## src/rtl/sram_seq_pkg.sv

```systemverilog
package sram_seq_pkg;

  // Wait-input behaviour; code 3 behaves like WAIT_IGNORE.
  typedef enum logic [1:0] {
    WAIT_IGNORE = 2'd0,
    WAIT_FREEZE = 2'd1,
    WAIT_READY  = 2'd2,
    WAIT_SPARE  = 2'd3
  } wait_mode_e;

  typedef enum logic [1:0] {
    ST_IDLE   = 2'd0,
    ST_ACCESS = 2'd1,
    ST_FLOAT  = 2'd2
  } seq_state_e;

endpackage

```

## src/rtl/sram_seq_window.sv

```systemverilog
// Decodes one strobe window [setup, setup+pulse) against the access counter.
module sram_seq_window #(
  parameter int CNT_W   = 9,
  parameter int SETUP_W = 6,
  parameter int PULSE_W = 7
) (
  input  logic [CNT_W-1:0]   cnt,
  input  logic [SETUP_W-1:0] setup,
  input  logic [PULSE_W-1:0] pulse,
  output logic               active,
  output logic [CNT_W-1:0]   end_cnt
);
  logic [CNT_W-1:0] start_cnt;

  assign start_cnt = CNT_W'(setup);
  assign end_cnt   = start_cnt + CNT_W'(pulse);
  assign active    = (cnt >= start_cnt) && (cnt < end_cnt);

endmodule

```

## src/rtl/sram_seq_counter.sv

```systemverilog
// Access-cycle counter with clear and advance enables.
module sram_seq_counter #(
  parameter int CNT_W = 9
) (
  input  logic             clk,
  input  logic             rst_n,
  input  logic             clr,
  input  logic             adv,
  output logic [CNT_W-1:0] cnt_q
);
  logic [CNT_W-1:0] cnt_d;

  always_comb begin
    cnt_d = cnt_q;
    if (clr) begin
      cnt_d = '0;
    end else if (adv) begin
      cnt_d = cnt_q + 1'b1;
    end
  end

  always_ff @(posedge clk or negedge rst_n) begin
    if (!rst_n) begin
      cnt_q <= '0;
    end else begin
      cnt_q <= cnt_d;
    end
  end

endmodule

```

## src/rtl/sram_seq_lanes.sv

```systemverilog
// Byte-lane strobes and write data path for both signalling styles and widths.
module sram_seq_lanes #(
  parameter int DATA_W = 16,
  localparam int LANES = DATA_W / 8
) (
  input  logic              cs_on,
  input  logic              we_on,
  input  logic              byte_write,
  input  logic              wide,
  input  logic [LANES-1:0]  be,
  input  logic [DATA_W-1:0] wdata,
  output logic              we_n,
  output logic [LANES-1:0]  bwe_n,
  output logic [LANES-1:0]  bs_n,
  output logic [DATA_W-1:0] dq_out
);
  logic [LANES-1:0] lane_en;

  assign we_n = !(we_on && !byte_write);

  for (genvar i = 0; i < LANES; i++) begin : g_lane
    if (i == 0) begin : g_low
      assign lane_en[i]       = wide ? be[i] : 1'b1;
      assign dq_out[7:0]      = wdata[7:0];
    end else begin : g_high
      assign lane_en[i]       = wide && be[i];
      assign dq_out[i*8 +: 8] = wide ? wdata[i*8 +: 8] : 8'h00;
    end
    assign bs_n[i]  = !(cs_on && !byte_write && lane_en[i]);
    assign bwe_n[i] = !(we_on && byte_write && lane_en[i]);
  end

endmodule

```

## src/rtl/sram_seq_top.sv

```systemverilog
module sram_seq_top
  import sram_seq_pkg::*;
#(
  parameter int ADDR_W  = 20,
  parameter int DATA_W  = 16,
  parameter int SETUP_W = 6,
  parameter int PULSE_W = 7,
  parameter int CYCLE_W = 9,
  parameter int FLOAT_W = 4
) (
  input  logic                  clk,
  input  logic                  rst_n,
  input  logic                  req_valid,
  output logic                  req_ready,
  input  logic                  req_write,
  input  logic [ADDR_W-1:0]     req_addr,
  input  logic [DATA_W-1:0]     req_wdata,
  input  logic [DATA_W/8-1:0]   req_be,
  input  logic [SETUP_W-1:0]    cfg_wr_we_setup,
  input  logic [PULSE_W-1:0]    cfg_wr_we_pulse,
  input  logic [SETUP_W-1:0]    cfg_wr_cs_setup,
  input  logic [PULSE_W-1:0]    cfg_wr_cs_pulse,
  input  logic [CYCLE_W-1:0]    cfg_wr_cycle,
  input  logic [SETUP_W-1:0]    cfg_rd_re_setup,
  input  logic [PULSE_W-1:0]    cfg_rd_re_pulse,
  input  logic [SETUP_W-1:0]    cfg_rd_cs_setup,
  input  logic [PULSE_W-1:0]    cfg_rd_cs_pulse,
  input  logic [CYCLE_W-1:0]    cfg_rd_cycle,
  input  logic [1:0]            cfg_wait_mode,
  input  logic                  cfg_byte_write,
  input  logic                  cfg_wide,
  input  logic [FLOAT_W-1:0]    cfg_float,
  output logic [ADDR_W-1:0]     mem_addr,
  output logic                  mem_cs_n,
  output logic                  mem_re_n,
  output logic                  mem_we_n,
  output logic [DATA_W/8-1:0]   mem_bwe_n,
  output logic [DATA_W/8-1:0]   mem_bs_n,
  output logic [DATA_W-1:0]     mem_dq_out,
  output logic                  mem_dq_oe,
  input  logic [DATA_W-1:0]     mem_dq_in,
  input  logic                  mem_wait_n,
  output logic                  rsp_done,
  output logic [DATA_W-1:0]     rsp_rdata
);
  localparam int LANES = DATA_W / 8;
  localparam int CNT_W = CYCLE_W;

  seq_state_e        state_q, state_d;
  logic [CNT_W-1:0]  cnt_q;
  logic [FLOAT_W-1:0] fl_q, fl_d;
  logic              wr_q;
  logic [ADDR_W-1:0] addr_q;
  logic [DATA_W-1:0] wd_q;
  logic [LANES-1:0]  be_q;
  logic              done_q, done_d;
  logic [DATA_W-1:0] rdata_q, rdata_d;

  logic              accept, in_acc, stall, last_cyc, cap;
  logic [SETUP_W-1:0] cs_setup;
  logic [PULSE_W-1:0] cs_pulse;
  logic              cs_win, we_win, re_win;
  logic [CNT_W-1:0]  cs_end, we_end, re_end;
  logic              cs_on, we_on, re_on;
  logic              ctrl_on, ctrl_last;
  logic [CNT_W-1:0]  ctrl_end, acc_len, cyc_len;
  wait_mode_e        wmode;

  assign wmode  = wait_mode_e'(cfg_wait_mode);
  assign in_acc = (state_q == ST_ACCESS);

  // Request handshake: reads may start during turnaround, writes may not.
  assign req_ready = (state_q == ST_IDLE) || ((state_q == ST_FLOAT) && !req_write);
  assign accept    = req_valid && req_ready;

  // Direction-dependent chip-select timing.
  assign cs_setup = wr_q ? cfg_wr_cs_setup : cfg_rd_cs_setup;
  assign cs_pulse = wr_q ? cfg_wr_cs_pulse : cfg_rd_cs_pulse;
  assign cyc_len  = wr_q ? cfg_wr_cycle    : cfg_rd_cycle;

  sram_seq_counter #(.CNT_W(CNT_W)) u_cnt (
    .clk   (clk),
    .rst_n (rst_n),
    .clr   (accept),
    .adv   (in_acc && !stall && !last_cyc),
    .cnt_q (cnt_q)
  );

  sram_seq_window #(.CNT_W(CNT_W), .SETUP_W(SETUP_W), .PULSE_W(PULSE_W)) u_win_cs (
    .cnt (cnt_q), .setup (cs_setup), .pulse (cs_pulse),
    .active (cs_win), .end_cnt (cs_end)
  );

  sram_seq_window #(.CNT_W(CNT_W), .SETUP_W(SETUP_W), .PULSE_W(PULSE_W)) u_win_we (
    .cnt (cnt_q), .setup (cfg_wr_we_setup), .pulse (cfg_wr_we_pulse),
    .active (we_win), .end_cnt (we_end)
  );

  sram_seq_window #(.CNT_W(CNT_W), .SETUP_W(SETUP_W), .PULSE_W(PULSE_W)) u_win_re (
    .cnt (cnt_q), .setup (cfg_rd_re_setup), .pulse (cfg_rd_re_pulse),
    .active (re_win), .end_cnt (re_end)
  );

  assign cs_on = in_acc && cs_win;
  assign we_on = in_acc && wr_q && we_win;
  assign re_on = in_acc && !wr_q && re_win;

  assign ctrl_on   = wr_q ? we_on : re_on;
  assign ctrl_end  = wr_q ? we_end : re_end;
  assign ctrl_last = ctrl_on && (cnt_q == ctrl_end - 1'b1);

  // Access length: the longest of total count and the two strobe windows.
  always_comb begin
    acc_len = cyc_len;
    if (cs_end > acc_len) acc_len = cs_end;
    if (ctrl_end > acc_len) acc_len = ctrl_end;
    if (acc_len == '0) acc_len = CNT_W'(1);
  end
  assign last_cyc = (cnt_q == acc_len - 1'b1);

  // Wait handling.
  always_comb begin
    stall = 1'b0;
    if (in_acc && !mem_wait_n) begin
      unique case (wmode)
        WAIT_FREEZE: stall = 1'b1;
        WAIT_READY:  stall = ctrl_last;
        default:     stall = 1'b0;
      endcase
    end
  end

  // Read capture at the last read-strobe cycle.
  assign cap     = re_on && (cnt_q == re_end - 1'b1) && !stall;
  assign rdata_d = cfg_wide ? mem_dq_in : DATA_W'(mem_dq_in[7:0]);

  // Sequencer next state.
  always_comb begin
    state_d = state_q;
    fl_d    = fl_q;
    done_d  = 1'b0;
    unique case (state_q)
      ST_IDLE: begin
        if (accept) state_d = ST_ACCESS;
      end
      ST_ACCESS: begin
        if (!stall && last_cyc) begin
          done_d = 1'b1;
          if (!wr_q && (cfg_float != '0)) begin
            state_d = ST_FLOAT;
            fl_d    = cfg_float;
          end else begin
            state_d = ST_IDLE;
          end
        end
      end
      ST_FLOAT: begin
        if (accept) begin
          state_d = ST_ACCESS;
        end else if (fl_q <= FLOAT_W'(1)) begin
          state_d = ST_IDLE;
        end else begin
          fl_d = fl_q - 1'b1;
        end
      end
      default: state_d = ST_IDLE;
    endcase
  end

  always_ff @(posedge clk or negedge rst_n) begin
    if (!rst_n) begin
      state_q <= ST_IDLE;
      fl_q    <= '0;
      done_q  <= 1'b0;
    end else begin
      state_q <= state_d;
      fl_q    <= fl_d;
      done_q  <= done_d;
    end
  end

  always_ff @(posedge clk or negedge rst_n) begin
    if (!rst_n) begin
      wr_q   <= 1'b0;
      addr_q <= '0;
      wd_q   <= '0;
      be_q   <= '0;
    end else if (accept) begin
      wr_q   <= req_write;
      addr_q <= req_addr;
      wd_q   <= req_wdata;
      be_q   <= req_be;
    end
  end

  always_ff @(posedge clk or negedge rst_n) begin
    if (!rst_n) begin
      rdata_q <= '0;
    end else if (cap) begin
      rdata_q <= rdata_d;
    end
  end

  sram_seq_lanes #(.DATA_W(DATA_W)) u_lanes (
    .cs_on      (cs_on),
    .we_on      (we_on),
    .byte_write (cfg_byte_write),
    .wide       (cfg_wide),
    .be         (be_q),
    .wdata      (wd_q),
    .we_n       (mem_we_n),
    .bwe_n      (mem_bwe_n),
    .bs_n       (mem_bs_n),
    .dq_out     (mem_dq_out)
  );

  assign mem_addr  = addr_q;
  assign mem_cs_n  = !cs_on;
  assign mem_re_n  = !re_on;
  assign mem_dq_oe = in_acc && wr_q;
  assign rsp_done  = done_q;
  assign rsp_rdata = rdata_q;

endmodule

```

## config.mk

```make
export PLATFORM = sky130hd
export DESIGN_NAME = sram_seq_top
export DESIGN_NICKNAME = d
export VERILOG_FILES = /design/src/rtl/sram_seq_pkg.sv /design/src/rtl/sram_seq_window.sv /design/src/rtl/sram_seq_counter.sv /design/src/rtl/sram_seq_lanes.sv /design/src/rtl/sram_seq_top.sv
export SDC_FILE = /design/constraint.sdc
export NUM_CORES = 1
export LEC_CHECK = 0
export BUFFER_PORTS_ARGS = -buffer_cell sky130_fd_sc_hd__clkbuf_2
export CORE_UTILIZATION = 38
export CTS_CLUSTER_SIZE = 24
export DETAILED_ROUTE_END_ITERATION = 12
export PLACE_DENSITY_LB_ADDON = 0.08
export SYNTH_ARGS = -nofsm -noshare
export SYNTH_HDL_FRONTEND = slang
export SYNTH_HIERARCHICAL = 1
export SYNTH_SLANG_ARGS = --single-unit
```

## constraint.sdc

```tcl
create_clock -name clk -period 20.4 [get_ports clk]
set_clock_uncertainty 0.05 [all_clocks]
set_input_delay 1.02 -clock clk [delete_from_list [all_inputs] [get_ports clk]]
set_output_delay 1.02 -clock clk [all_outputs]
set_load 0.01 [all_outputs]
```

==> results.py <==
metrics = {
    "logic_synthesis": {
        "synth_area_mm2": 0.00734,
        "async_reset_ff_share_pct": 100,
        "synthMostInstantiatedCell": "ha_1",
        "synth_top_area_cell": "dfrtp_1",
        "synth-seq-cells": 71,
        "synth.distinct_cells": 73,
        "synth_cells": 802,
        "synth_edf_count": 0,
        "netlist_top_cells_count": "ha_1, dfrtp_1, mux2_2",
        "syn-num-nets": 1025,
        "synthFlopType": "dfrtp_1",
        "yosysWarnings": 6,
        "ys_seq_area_share_pct": 24.2,
        "syn_avg_cell_area_um2": 9.15,
        "yosysTopAreaCellShare_pct": 24.2,
        "synth.area.top_cells": "dfrtp_1, ha_1, mux2_2",
    },
    "floorplanning": {
        "pin_count": 199,
        "die-area_mm2": 0.0199,
        "initial_core_util_pct": 39.0,
        "die_w_um": 141,
        "fp.coreArea_mm2": 0.0188,
        "rows": 50,
        "die_y_um": 141,
    },
    "detailed_routing": {
        "wire_per_inst_um": 15.4,
        "viasPerCell": 5.09,
        "drt-total-wl_um": 19100,
        "first_pass_iters": 4,
        "first_iter_violations": 259,
        "routed-via-count": 6342,
        "final_antenna_net_count": 0,
        "drc": 0,
    },
    "clocking": {
        "postCtsHoldBufs": 0,
        "clock_sinks": 71,
        "cts_tree": "done",
        "post_cts_buffers": 0,
        "clkSlewWorstSetupHoldPaths_ps": 60,
        "clockBufferDepth": 2,
        "cts_buffers": 9,
        "h-tree-depth": 3,
        "cts_resized": 0,
        "worstSkewPairLatency_ps": 330,
        "clockRootBuffer": "clkbuf_16",
    },
    "worst_setup_path": {
        "critPathKind": "flop to flop",
        "arrival_ps": 9170,
        "cp-end-kind": "flop",
        "crit_path_start_kind": "flop",
        "critPathMaxFanout": 50,
        "slowest_stage": "nor3_2",
        "required_ps": 20600,
        "cpPeakStageDelay_ps": 630,
    },
    "placement": {
        "place_ws_ps": 11390,
        "io_buffers": 198,
        "dpl.hpwl_um": 15100,
        "gp_congestion": 0.826,
    },
    "cells_and_area": {
        "syn2layout_area_growth_pct": 19.6,
        "post_route_cells_drive_above_1_share_pct": 32.1,
        "num-nets-final": 1204,
        "diodes": 0,
    },
    "global_routing": {
        "grt_usage_pct": 19.4,
        "grt_first_pass_wirelength_um": 30800,
        "grt_max_degree": 72,
        "grtUsageMet3_pct": 2.51,
        "grt_pass1_vias": 6050,
        "busiest_layer": "met2",
        "grt_use_met1_pct": 27.1,
        "antenna_found_initial": 0,
        "use_met2_pct": 32.2,
        "grt.overflow.total": 0,
    },
    "power": {
        "power_uw": 1320,
        "power.density_mw_per_mm2": 150,
        "ir_drop_mv": 0.0796,
        "leakagePower_uw": 0.00435,
    },
    "job": {
        "drv_cap": 0,
    },
    "timing": {
        "fmax_ghz": 0.112,
        "rsz0062_at_grt": "false",
        "setup_tns_ps": 0,
        "fin_crit_ps": 8970,
        "relSlewSlack_pct": 39.4,
        "worstMarginPinSlew_ps": 909,
        "whs_ps": 452,
        "hold_viol": 0,
        "slew_viol_final": 0,
        "post-route-period-util_pct": 44.0,
        "finalSetupViolations": 0,
        "setup_ws_ps": 11430,
    },
    "outcome": {
        "status": "complete, no violations",
    },
    "worst_hold_path": {
        "hold_class": "flop to flop",
    },
}
==> critical path: cells and delay by family, from the launching register on <==
family                     cells  cell delay [ps]
and+or+nand+nor                9             2650
buffers and inverters          1              520
muxes                          1              430
xor gates and xnor gates       2              420
adders and majority gates      5             1510
DFF                            1              330
AOI/OAI and AO/OA             14             2940
==> state kept, by name (all words and copies together) (netlist names) <==
register	cells
be_q	2
u_cnt/cnt_q	9
rsp_done	1
rsp_rdata	16
state_q	2
wd_q	16
wr_q	1
mem_addr	20
fl_q	4
==> final cells by class <==
cell class | instances | area [um^2]
Multi-Input combinational cell | 632 | 5100
Inverter | 62 | 233
Fill cell | 1913 | 10100
Tap cell | 260 | 325
Sequential cell | 71 | 1780
Clock buffer | 12 | 256
Clock inverter | 3 | 42.5
Timing Repair Buffer | 205 | 1040
==> final timing paths <==
kind                               from             end  slack [ps]  cells after the start
min in group asynchronous         rst_n         wd_q[7]         840                      2
max in group asynchronous         rst_n            wr_q       18810                      2
worst min-delay path            wd_q[8]         wd_q[8]         450                      1
worst max register to register     wr_q  u_cnt/cnt_q[7]       11430                     32
worst max-delay path               wr_q  u_cnt/cnt_q[7]       11430                     32
worst min register to register  wd_q[8]         wd_q[8]         450                      1
==> per-stage QoR <==
stage / cells / cell area [um^2] / utilization (%)
finish: 1245 / 8770 / 46.6
floorplan: 802 / 7340 / -
detailed placement: 1230 / 8480 / 45.0
CTS: 1245 / 8770 / 46.6
global route: 1245 / 8770 / 46.6
global placement: 1230 / 8480 / 45.0
==> routing by layer <==
layer,vias up,routed length [um]
met5,-,0
met3,12,769
met1,2921,9350
met4,0,135
met2,147,8890
li1,3262,-
==> cells by family (layout without fill, tap and decap cells) <==
group	count (synthesis)	after routing	share of synthesized area (%)
DFF	71	71	24.2
AOI/OAI and AO/OA	177	177	17.5
and+or+nand+nor	217	217	15.7
muxes	90	90	13.5
other	3	3	0.153
xor gates and xnor gates	59	59	7.42
adders and majority gates	86	86	15.0
buffers and inverters	99	282	6.55
==> where the power goes <==
group / leakage [uW] / switching (uW) / internal (uW)
clock: 0.000145 / 56.2 / 100
sequential: 0.000850 / 48.4 / 192
combinational: 0.00336 / 522 / 399
==> placed cells by master (no fill, tap or decap), types with 8 or more instances in the layout <==
cell / n
nand2b_1: 10
clkbuf_16: 9
nor2_1: 35
nand4_1: 8
o21ai_0: 43
nor3_1: 14
nor2b_1: 17
a31oi_1: 12
mux2i_1: 22
a21oi_1: 31
dfrtp_1: 70
inv_1: 62
and2_1: 12
a21o_1: 11
mux2_2: 66
ha_1: 83
xnor2_1: 30
xor2_1: 27
or3_1: 8
nand2_1: 42
nor4_1: 9
nand3_1: 30
clkbuf_2: 197
a211oi_1: 12
Note: power is estimated with default switching activity, not from simulation.
